===== config.mk =====
export PLATFORM = sky130hd
export DESIGN_NAME = rbk_streamer
export DESIGN_NICKNAME = d
export VERILOG_FILES = /design/src/rtl/rbk_pkg.sv /design/src/rtl/rbk_seq.sv /design/src/rtl/rbk_payload.sv /design/src/rtl/rbk_crc.sv /design/src/rtl/rbk_streamer.sv
export SDC_FILE = /design/constraint.sdc
export NUM_CORES = 1
export LEC_CHECK = 0
export ABC_AREA = 1
export BUFFER_PORTS_ARGS = -buffer_cell sky130_fd_sc_hd__buf_4
export CORE_MARGIN = 1
export CORE_UTILIZATION = 50
export CTS_CLUSTER_DIAMETER = 100
export DETAILED_ROUTE_END_ITERATION = 10
export PLACE_DENSITY = 0.7
export SYNTH_ARGS = -nofsm -noshare
export SYNTH_HDL_FRONTEND = slang
export SYNTH_SLANG_ARGS = --single-unit

===== constraint.sdc =====
create_clock -name clk -period 4.9 [get_ports clk]
set_input_delay 0.49 -clock clk [delete_from_list [all_inputs] [get_ports clk]]
set_output_delay 0.49 -clock clk [all_outputs]
set_load 0.02 [all_outputs]

===== src/rtl/rbk_pkg.sv =====
package rbk_pkg;

  typedef enum logic [2:0] {
    PH_IDLE,
    PH_ARM,
    PH_DUMMY,
    PH_START,
    PH_DATA,
    PH_CHECK,
    PH_CLOSE,
    PH_SIG
  } phase_e;

  typedef enum logic [1:0] {
    BK_HIGH,
    BK_LOW,
    BK_PAY,
    BK_SIG
  } bitkind_e;

  localparam int DUMMY_LEN   = 5;
  localparam int CHECK_LEN   = 4;
  localparam int SIG_W       = 11;
  localparam int FIRST_FORCE = 2;
  localparam int LAST_FORCE  = 7;

  function automatic logic [SIG_W-1:0] sig_step(
    input logic [SIG_W-1:0] cur,
    input logic             din,
    input logic [SIG_W-1:0] poly
  );
    logic fb;
    fb = cur[SIG_W-1] ^ din;
    return {cur[SIG_W-2:0], 1'b0} ^ (fb ? poly : '0);
  endfunction

endpackage


===== src/rtl/rbk_seq.sv =====
module rbk_seq
  import rbk_pkg::*;
#(
  parameter int N_FRAMES   = 4,
  parameter int FRAME_BITS = 16,
  localparam int FR_W      = (N_FRAMES > 1) ? $clog2(N_FRAMES) : 1,
  localparam int MAXC      = (FRAME_BITS > SIG_W) ? FRAME_BITS : SIG_W,
  localparam int CNT_W     = $clog2(MAXC)
) (
  input  logic             clk,
  input  logic             rst,
  input  logic             trig_i,
  output phase_e           phase_o,
  output logic [CNT_W-1:0] cnt_o,
  output logic [FR_W-1:0]  frame_o,
  output logic             busy_o,
  output bitkind_e         kind_o,
  output logic [CNT_W-1:0] idx_o,
  output logic             clear_o,
  output logic             load_o,
  output logic             shift_o,
  output logic             rd_en_o,
  output logic [FR_W-1:0]  rd_addr_o
);

  localparam logic [CNT_W-1:0] DUMMY_LAST = CNT_W'(DUMMY_LEN - 1);
  localparam logic [CNT_W-1:0] DATA_LAST  = CNT_W'(FRAME_BITS - 1);
  localparam logic [CNT_W-1:0] CHECK_LAST = CNT_W'(CHECK_LEN - 1);
  localparam logic [CNT_W-1:0] SIG_LAST   = CNT_W'(SIG_W - 1);
  localparam logic [FR_W-1:0]  FRAME_LAST = FR_W'(N_FRAMES - 1);

  phase_e           phase_q, phase_d;
  logic [CNT_W-1:0] cnt_q, cnt_d;
  logic [FR_W-1:0]  frame_q, frame_d;
  logic             armed_q, armed_d;

  always_comb begin
    phase_d   = phase_q;
    cnt_d     = cnt_q;
    frame_d   = frame_q;
    armed_d   = armed_q;
    kind_o    = BK_HIGH;
    idx_o     = '0;
    clear_o   = 1'b0;
    load_o    = 1'b0;
    shift_o   = 1'b0;
    rd_en_o   = 1'b0;
    rd_addr_o = '0;
    unique case (phase_q)
      PH_IDLE: begin
        if (!trig_i) begin
          armed_d = 1'b1;
        end else if (armed_q) begin
          armed_d = 1'b0;
          phase_d = PH_ARM;
          cnt_d   = '0;
          frame_d = '0;
          clear_o = 1'b1;
        end
      end
      PH_ARM: begin
        phase_d = PH_DUMMY;
        cnt_d   = '0;
      end
      PH_DUMMY: begin
        if (cnt_q == DUMMY_LAST) begin
          phase_d   = PH_START;
          frame_d   = '0;
          kind_o    = BK_LOW;
          rd_en_o   = 1'b1;
          rd_addr_o = '0;
        end else begin
          cnt_d = cnt_q + 1'b1;
        end
      end
      PH_START: begin
        phase_d = PH_DATA;
        cnt_d   = '0;
        kind_o  = BK_PAY;
        load_o  = 1'b1;
        idx_o   = '0;
      end
      PH_DATA: begin
        if (cnt_q == DATA_LAST) begin
          phase_d = PH_CHECK;
          cnt_d   = '0;
        end else begin
          cnt_d   = cnt_q + 1'b1;
          kind_o  = BK_PAY;
          shift_o = 1'b1;
          idx_o   = cnt_q + 1'b1;
        end
      end
      PH_CHECK: begin
        if (cnt_q == CHECK_LAST) begin
          kind_o = BK_LOW;
          cnt_d  = '0;
          if (frame_q == FRAME_LAST) begin
            phase_d = PH_CLOSE;
          end else begin
            phase_d   = PH_START;
            frame_d   = frame_q + 1'b1;
            rd_en_o   = 1'b1;
            rd_addr_o = frame_q + 1'b1;
          end
        end else begin
          cnt_d = cnt_q + 1'b1;
        end
      end
      PH_CLOSE: begin
        phase_d = PH_SIG;
        cnt_d   = '0;
        kind_o  = BK_SIG;
      end
      PH_SIG: begin
        if (cnt_q == SIG_LAST) begin
          phase_d = PH_IDLE;
          cnt_d   = '0;
        end else begin
          cnt_d  = cnt_q + 1'b1;
          kind_o = BK_SIG;
        end
      end
      default: phase_d = PH_IDLE;
    endcase
  end

  always_ff @(posedge clk) begin
    if (rst) begin
      phase_q <= PH_IDLE;
      cnt_q   <= '0;
      frame_q <= '0;
      armed_q <= 1'b0;
    end else begin
      phase_q <= phase_d;
      cnt_q   <= cnt_d;
      frame_q <= frame_d;
      armed_q <= armed_d;
    end
  end

  assign phase_o = phase_q;
  assign cnt_o   = cnt_q;
  assign frame_o = frame_q;
  assign busy_o  = (phase_q != PH_IDLE);

  // the flag only rises after a High trigger was sampled
  p_start_needs_trig_r1: assert property (@(posedge clk) disable iff (rst)
    $rose(busy_o) |-> $past(trig_i));

  // without a Low trigger seen while idle, no readback begins
  p_no_rearm_r8: assert property (@(posedge clk) disable iff (rst)
    (phase_q == PH_IDLE && !armed_q) |=> (phase_q == PH_IDLE));

  // a word fetch is always followed by that frame's start bit
  p_fetch_then_start_r10: assert property (@(posedge clk) disable iff (rst)
    rd_en_o |=> (phase_q == PH_START && frame_q == $past(rd_addr_o)));

endmodule


===== src/rtl/rbk_payload.sv =====
module rbk_payload
  import rbk_pkg::*;
#(
  parameter int N_FRAMES   = 4,
  parameter int FRAME_BITS = 16,
  parameter int CNT_W      = 5,
  localparam int FR_W      = (N_FRAMES > 1) ? $clog2(N_FRAMES) : 1
) (
  input  logic                  clk,
  input  logic                  rst,
  input  logic                  load_i,
  input  logic                  shift_i,
  input  logic [FRAME_BITS-1:0] word_i,
  input  logic [CNT_W-1:0]      idx_i,
  input  logic [FR_W-1:0]       frame_i,
  output logic                  bit_o
);

  logic [FRAME_BITS-1:0] sr_q;
  logic                  raw;
  logic                  force_first;
  logic                  force_last;

  always_ff @(posedge clk) begin
    if (rst) begin
      sr_q <= '0;
    end else if (load_i) begin
      sr_q <= {word_i[FRAME_BITS-2:0], 1'b0};
    end else if (shift_i) begin
      sr_q <= {sr_q[FRAME_BITS-2:0], 1'b0};
    end
  end

  assign raw         = load_i ? word_i[FRAME_BITS-1] : sr_q[FRAME_BITS-1];
  assign force_first = (frame_i == '0) && (int'(idx_i) < FIRST_FORCE);
  assign force_last  = (frame_i == FR_W'(N_FRAMES - 1)) &&
                       (int'(idx_i) >= FRAME_BITS - LAST_FORCE);
  assign bit_o       = raw | force_first | force_last;

  // the shifter is never loaded and shifted in the same cycle
  p_load_shift_excl_r3: assert property (@(posedge clk) disable iff (rst)
    !(load_i && shift_i));

endmodule


===== src/rtl/rbk_crc.sv =====
module rbk_crc
  import rbk_pkg::*;
#(
  parameter logic [SIG_W-1:0] CRC_POLY = 11'h385
) (
  input  logic clk,
  input  logic rst,
  input  logic clear_i,
  input  logic step_i,
  input  logic bit_i,
  input  logic shift_i,
  output logic msb_o
);

  logic [SIG_W-1:0] crc_q;

  always_ff @(posedge clk) begin
    if (rst || clear_i) begin
      crc_q <= '0;
    end else if (step_i) begin
      crc_q <= sig_step(crc_q, bit_i, CRC_POLY);
    end else if (shift_i) begin
      crc_q <= {crc_q[SIG_W-2:0], 1'b0};
    end
  end

  assign msb_o = crc_q[SIG_W-1];

  // accumulation and emission never overlap
  p_step_shift_excl_r7: assert property (@(posedge clk) disable iff (rst)
    !(step_i && shift_i));

endmodule


===== src/rtl/rbk_streamer.sv =====
module rbk_streamer
  import rbk_pkg::*;
#(
  parameter int               N_FRAMES   = 4,
  parameter int               FRAME_BITS = 16,
  parameter logic [SIG_W-1:0] CRC_POLY   = 11'h385,
  localparam int              FR_W       = (N_FRAMES > 1) ? $clog2(N_FRAMES) : 1,
  localparam int              MAXC       = (FRAME_BITS > SIG_W) ? FRAME_BITS : SIG_W,
  localparam int              CNT_W      = $clog2(MAXC)
) (
  input  logic                  clk,
  input  logic                  rst,
  input  logic                  trig_i,
  output logic                  mem_rd_en_o,
  output logic [FR_W-1:0]       mem_addr_o,
  input  logic [FRAME_BITS-1:0] mem_rdata_i,
  output logic                  sdata_o,
  output logic                  busy_o
);

  phase_e           phase;
  logic [CNT_W-1:0] cnt;
  logic [FR_W-1:0]  frame;
  bitkind_e         kind;
  logic [CNT_W-1:0] idx;
  logic             clear, load, shift;
  logic             pay_bit, sig_bit;
  logic             dout_q, dout_d;

  rbk_seq #(
    .N_FRAMES  (N_FRAMES),
    .FRAME_BITS(FRAME_BITS)
  ) u_seq (
    .clk      (clk),
    .rst      (rst),
    .trig_i   (trig_i),
    .phase_o  (phase),
    .cnt_o    (cnt),
    .frame_o  (frame),
    .busy_o   (busy_o),
    .kind_o   (kind),
    .idx_o    (idx),
    .clear_o  (clear),
    .load_o   (load),
    .shift_o  (shift),
    .rd_en_o  (mem_rd_en_o),
    .rd_addr_o(mem_addr_o)
  );

  rbk_payload #(
    .N_FRAMES  (N_FRAMES),
    .FRAME_BITS(FRAME_BITS),
    .CNT_W     (CNT_W)
  ) u_payload (
    .clk    (clk),
    .rst    (rst),
    .load_i (load),
    .shift_i(shift),
    .word_i (mem_rdata_i),
    .idx_i  (idx),
    .frame_i(frame),
    .bit_o  (pay_bit)
  );

  rbk_crc #(
    .CRC_POLY(CRC_POLY)
  ) u_crc (
    .clk    (clk),
    .rst    (rst),
    .clear_i(clear),
    .step_i (kind == BK_PAY),
    .bit_i  (pay_bit),
    .shift_i(kind == BK_SIG),
    .msb_o  (sig_bit)
  );

  always_comb begin
    unique case (kind)
      BK_HIGH: dout_d = 1'b1;
      BK_LOW:  dout_d = 1'b0;
      BK_PAY:  dout_d = pay_bit;
      BK_SIG:  dout_d = sig_bit;
      default: dout_d = 1'b1;
    endcase
  end

  always_ff @(posedge clk) begin
    if (rst) dout_q <= 1'b1;
    else     dout_q <= dout_d;
  end

  assign sdata_o = dout_q;

  // filler bits are High and each start bit is Low
  p_dummy_high_r2: assert property (@(posedge clk) disable iff (rst)
    (phase == PH_DUMMY || phase == PH_ARM) |-> sdata_o);
  p_start_low_r2: assert property (@(posedge clk) disable iff (rst)
    (phase == PH_START) |-> !sdata_o);

  // leading payload bits of frame 0 are High
  p_first_forced_r3: assert property (@(posedge clk) disable iff (rst)
    (phase == PH_DATA && frame == '0 && int'(cnt) < FIRST_FORCE) |-> sdata_o);

  // check positions are High
  p_check_high_r4: assert property (@(posedge clk) disable iff (rst)
    (phase == PH_CHECK) |-> sdata_o);

  // trailing payload bits of the last frame are High
  p_last_forced_r5: assert property (@(posedge clk) disable iff (rst)
    (phase == PH_DATA && frame == FR_W'(N_FRAMES - 1) &&
     int'(cnt) >= FRAME_BITS - LAST_FORCE) |-> sdata_o);

  // the closing start bit is Low
  p_close_low_r6: assert property (@(posedge clk) disable iff (rst)
    (phase == PH_CLOSE) |-> !sdata_o);

  // the line rests High while idle
  p_idle_high_r9: assert property (@(posedge clk) disable iff (rst)
    !busy_o |-> sdata_o);

  // the cycle after reset is idle
  p_reset_idle_r11: assert property (@(posedge clk)
    rst |=> (!busy_o && sdata_o && !mem_rd_en_o));

endmodule


==> qor.txt <==
Status -> finished, final reports clean
Syn_nets -> 314
DR vias -> 1848
Hold Violations, Final -> 0
Worst relative slew slack -> 63.28%
Synth area leader -> dfxtp_1
Post-DP HPWL -> 3019 um
Ports -> 24
Crit-path cells -> ha_1, inv_1, nor3_1, inv_1, nor2_1, inv_1, nor2_1, buf_4
Buffers added on ports -> 23
Vias in the first global route -> 1699
N_diodes -> 0
Flop pwr share -> 36.7%
Ranking of synthesized cells by area -> dfxtp_1, nand2_1, inv_1
Final Skew -> 0.002831 ns
Psw -> 0.0004706 W
Post-CTS setup buffers -> 0
Share of layout cells above drive strength 1 -> 15.48%
Most frequent cell on the critical path -> inv_1
Max Used Layer -> met4
Total wire length -> 4105 um
Post-synthesis sequential area ratio -> 37.64%
Hold crit path type -> primary input to flip-flop
Routed length per instance -> 11.47 um
P&R area growth vs syn -> 15.19%
Final Setup Violations -> 0
Library cells used by synthesis -> 30
CP max FO -> 6
Flop-to-flop setup slack -> 2.96 ns
Worst hold endpoint -> u_seq.armed_q$_SDFFE_PP0N_
Power share of the clock group -> 20.3%
Initial antenna violation count -> 0
Metal3 WL -> 240 um
Die width -> 64.74 um
Total GRT Usage -> 22.33%
Cts repair resizes -> 0
DR DRC count -> 0
Crit. End Element -> output pin
Largest net degree at the start of global routing -> 21
Worst Tran Pin Value -> 0.5438 ns
WL met2 -> 1784 um
Post-Synthesis Cell Area -> 1968 um^2
Reg2Reg Depth -> 14
Max cap viols -> 0
Pint -> 0.0006437 W
Crit path kind -> flip-flop to output pin
Pleak -> 0.9824 nW
M1 WL -> 2023 um
Commonest non-fill, non-tap cell in the layout -> nand2_1
H-tree depth reported by CTS -> 2
Reg2reg end -> u_crc.crc_q[2]$_SDFFE_PP0P_
Pre-antenna DRT Iters -> 4
Max Slew Vio Count -> 0
Sw frac -> 42.23%
R2R Path Start -> u_seq.phase_o[0]$_SDFFE_PP0P_
Synthesis-stage register bit count -> 37
Row count -> 22
Longest Clk Path Bufs -> 2
Maximum vdd drop -> 0.2202 mV
CTS tree -> yes
Sink Count -> 37
Period utilization -> 47.06%
Post-route ant nets -> 0
Min-delay src -> trig_i
Critical path's slowest cell -> dfxtp_1
Hold_buf cts -> 0
Worst Setup Start Kind -> flip-flop
Post-layout nets -> 337
Commonest non-fill, non-tap cells in the layout -> nand2_1, inv_1, dfxtp_1
Gate power share -> 43.0%
Mapped Cells -> 286
CTS root buf -> clkbuf_8
Total chip power -> 0.001114 W
WP data required -> 4.41 ns
First-pass GRT wire length -> 7279 um
Die area -> 4191 um^2
Setup repair after global routing missed its margin -> no
Fmax -> 0.4337 GHz
Initial core utilization -> 52.96%
RD Place Congestion -> 0.9238
Final min period -> 2.306 ns
Die H -> 64.74 um
Pwr dens -> 491.5 nW/um^2
Vias per cell -> 5.162
CP arrival -> 1.82 ns
Grt ovf -> 0
Clk_lat worst skew -> 0.29 ns
Initial drt markers -> 106
Clock slew at reported path FFs -> 0.07 ns
Post-synth top area share -> 37.64%
Hold Path Depth -> 2
Setup_tns -> 0 ns
Avg Cell Area, Syn -> 6.882 um^2
Core box area -> 3716 um^2
Num CTS Buffers -> 5
Synth Warn # -> 0
Largest stage delay on the critical path -> 0.42 ns
## logic make-up after synthesis
family | Yosys count | synth area share (%)
and+or+nand+nor | 140 | 31.02
adders and majority gates | 9 | 5.722
AOI/OAI and AO/OA | 49 | 15.39
buffers and inverters | 51 | 10.23
DFF | 37 | 37.64
## power by group through the flow
stage	combinational, W	clock [W]	sequential, W
after global routing	0.000547	0.000242	0.000417
after detailed placement	0.000475	0	0.000415
after global placement	0.000474	0	0.000414
after floorplan	0.000384	0	0.000407
after CTS	0.000478	0.000231	0.000409
final	0.000479	0.000227	0.000409
## worst max-delay path by stage
stage                                      from            end  cells after the start
floorplan           u_seq.cnt_o[1]$_SDFFE_PP0P_  mem_addr_o[0]                      7
global placement    u_seq.cnt_o[1]$_SDFFE_PP0P_  mem_addr_o[0]                      8
detailed placement  u_seq.cnt_o[0]$_SDFFE_PP0P_  mem_addr_o[0]                      8
CTS                 u_seq.cnt_o[0]$_SDFFE_PP0P_  mem_addr_o[0]                      8
global route        u_seq.cnt_o[1]$_SDFFE_PP0P_  mem_addr_o[0]                      8
finish              u_seq.cnt_o[0]$_SDFFE_PP0P_  mem_addr_o[0]                      8
## worst max-delay path, delay by kind of cell, from the launching register on
kind,cells,cell delay (ns)
simple gates,3,0.52
fa+ha+maj,1,0.22
flops,1,0.42
buf+inv,4,0.35
## flip-flops by register name, indices dropped and copies added, names as in the netlist
| signal | count |
|---|---|
| u_seq.armed_q | 1 |
| u_seq.cnt_o | 4 |
| sdata_o | 1 |
| u_seq.phase_o | 3 |
| u_crc.crc_q | 11 |
| u_payload.sr_q | 15 |
| u_seq.frame_o | 2 |
## through the flow
step                      worst slack (ns)  instances  cell area, um^2  hold WS, ns  util, %
final                                2.594        358             2267       0.3818    61.01
after global routing                 2.410        358             2267       0.3897    61.01
after CTS                            2.596        358             2267       0.3800    61.01
after detailed placement             2.920        350             2171       0.4555    58.42
after global placement               2.962        350             2171       0.4529    58.42
after floorplan                      2.999        286             1968       0.4396        -
## cells in the mapped netlist
library cell	number
nand2_4	1
inv_2	4
o21ai_0	9
a31oi_2	1
inv_1	37
nand2_1	77
clkbuf_1	4
nor2_2	1
o311ai_0	1
nor2_1	25
o31ai_1	1
o221ai_1	1
nor2_4	1
inv_4	1
o2111ai_1	1
a22oi_1	5
ha_1	9
nand2_2	4
buf_4	1
nand3_2	3
dfxtp_1	37
a211oi_1	5
nand4_1	3
clkinv_1	1
nor3_1	4
a31oi_1	7
nand3_1	21
a21oi_1	17
buf_2	3
o211ai_1	1
## layout make-up
class | count | area (um^2)
fillers | 372 | 1449
multi-input cells | 198 | 1026
flip-flops and latches | 37 | 740.7
repair buffers | 24 | 180.2
inverters | 43 | 163.9
clock buffers | 6 | 82.58
well taps | 48 | 60.06
clock inverters | 2 | 13.76
## layer usage
metal | vias to the layer above | track usage [%]
met5 | - | 0
met4 | 0 | 10.56
met3 | 7 | 4.754
met2 | 59 | 34.11
met1 | 810 | 29.71
li1 | 972 | -
Note: power is estimated with default switching activity, not from simulation.
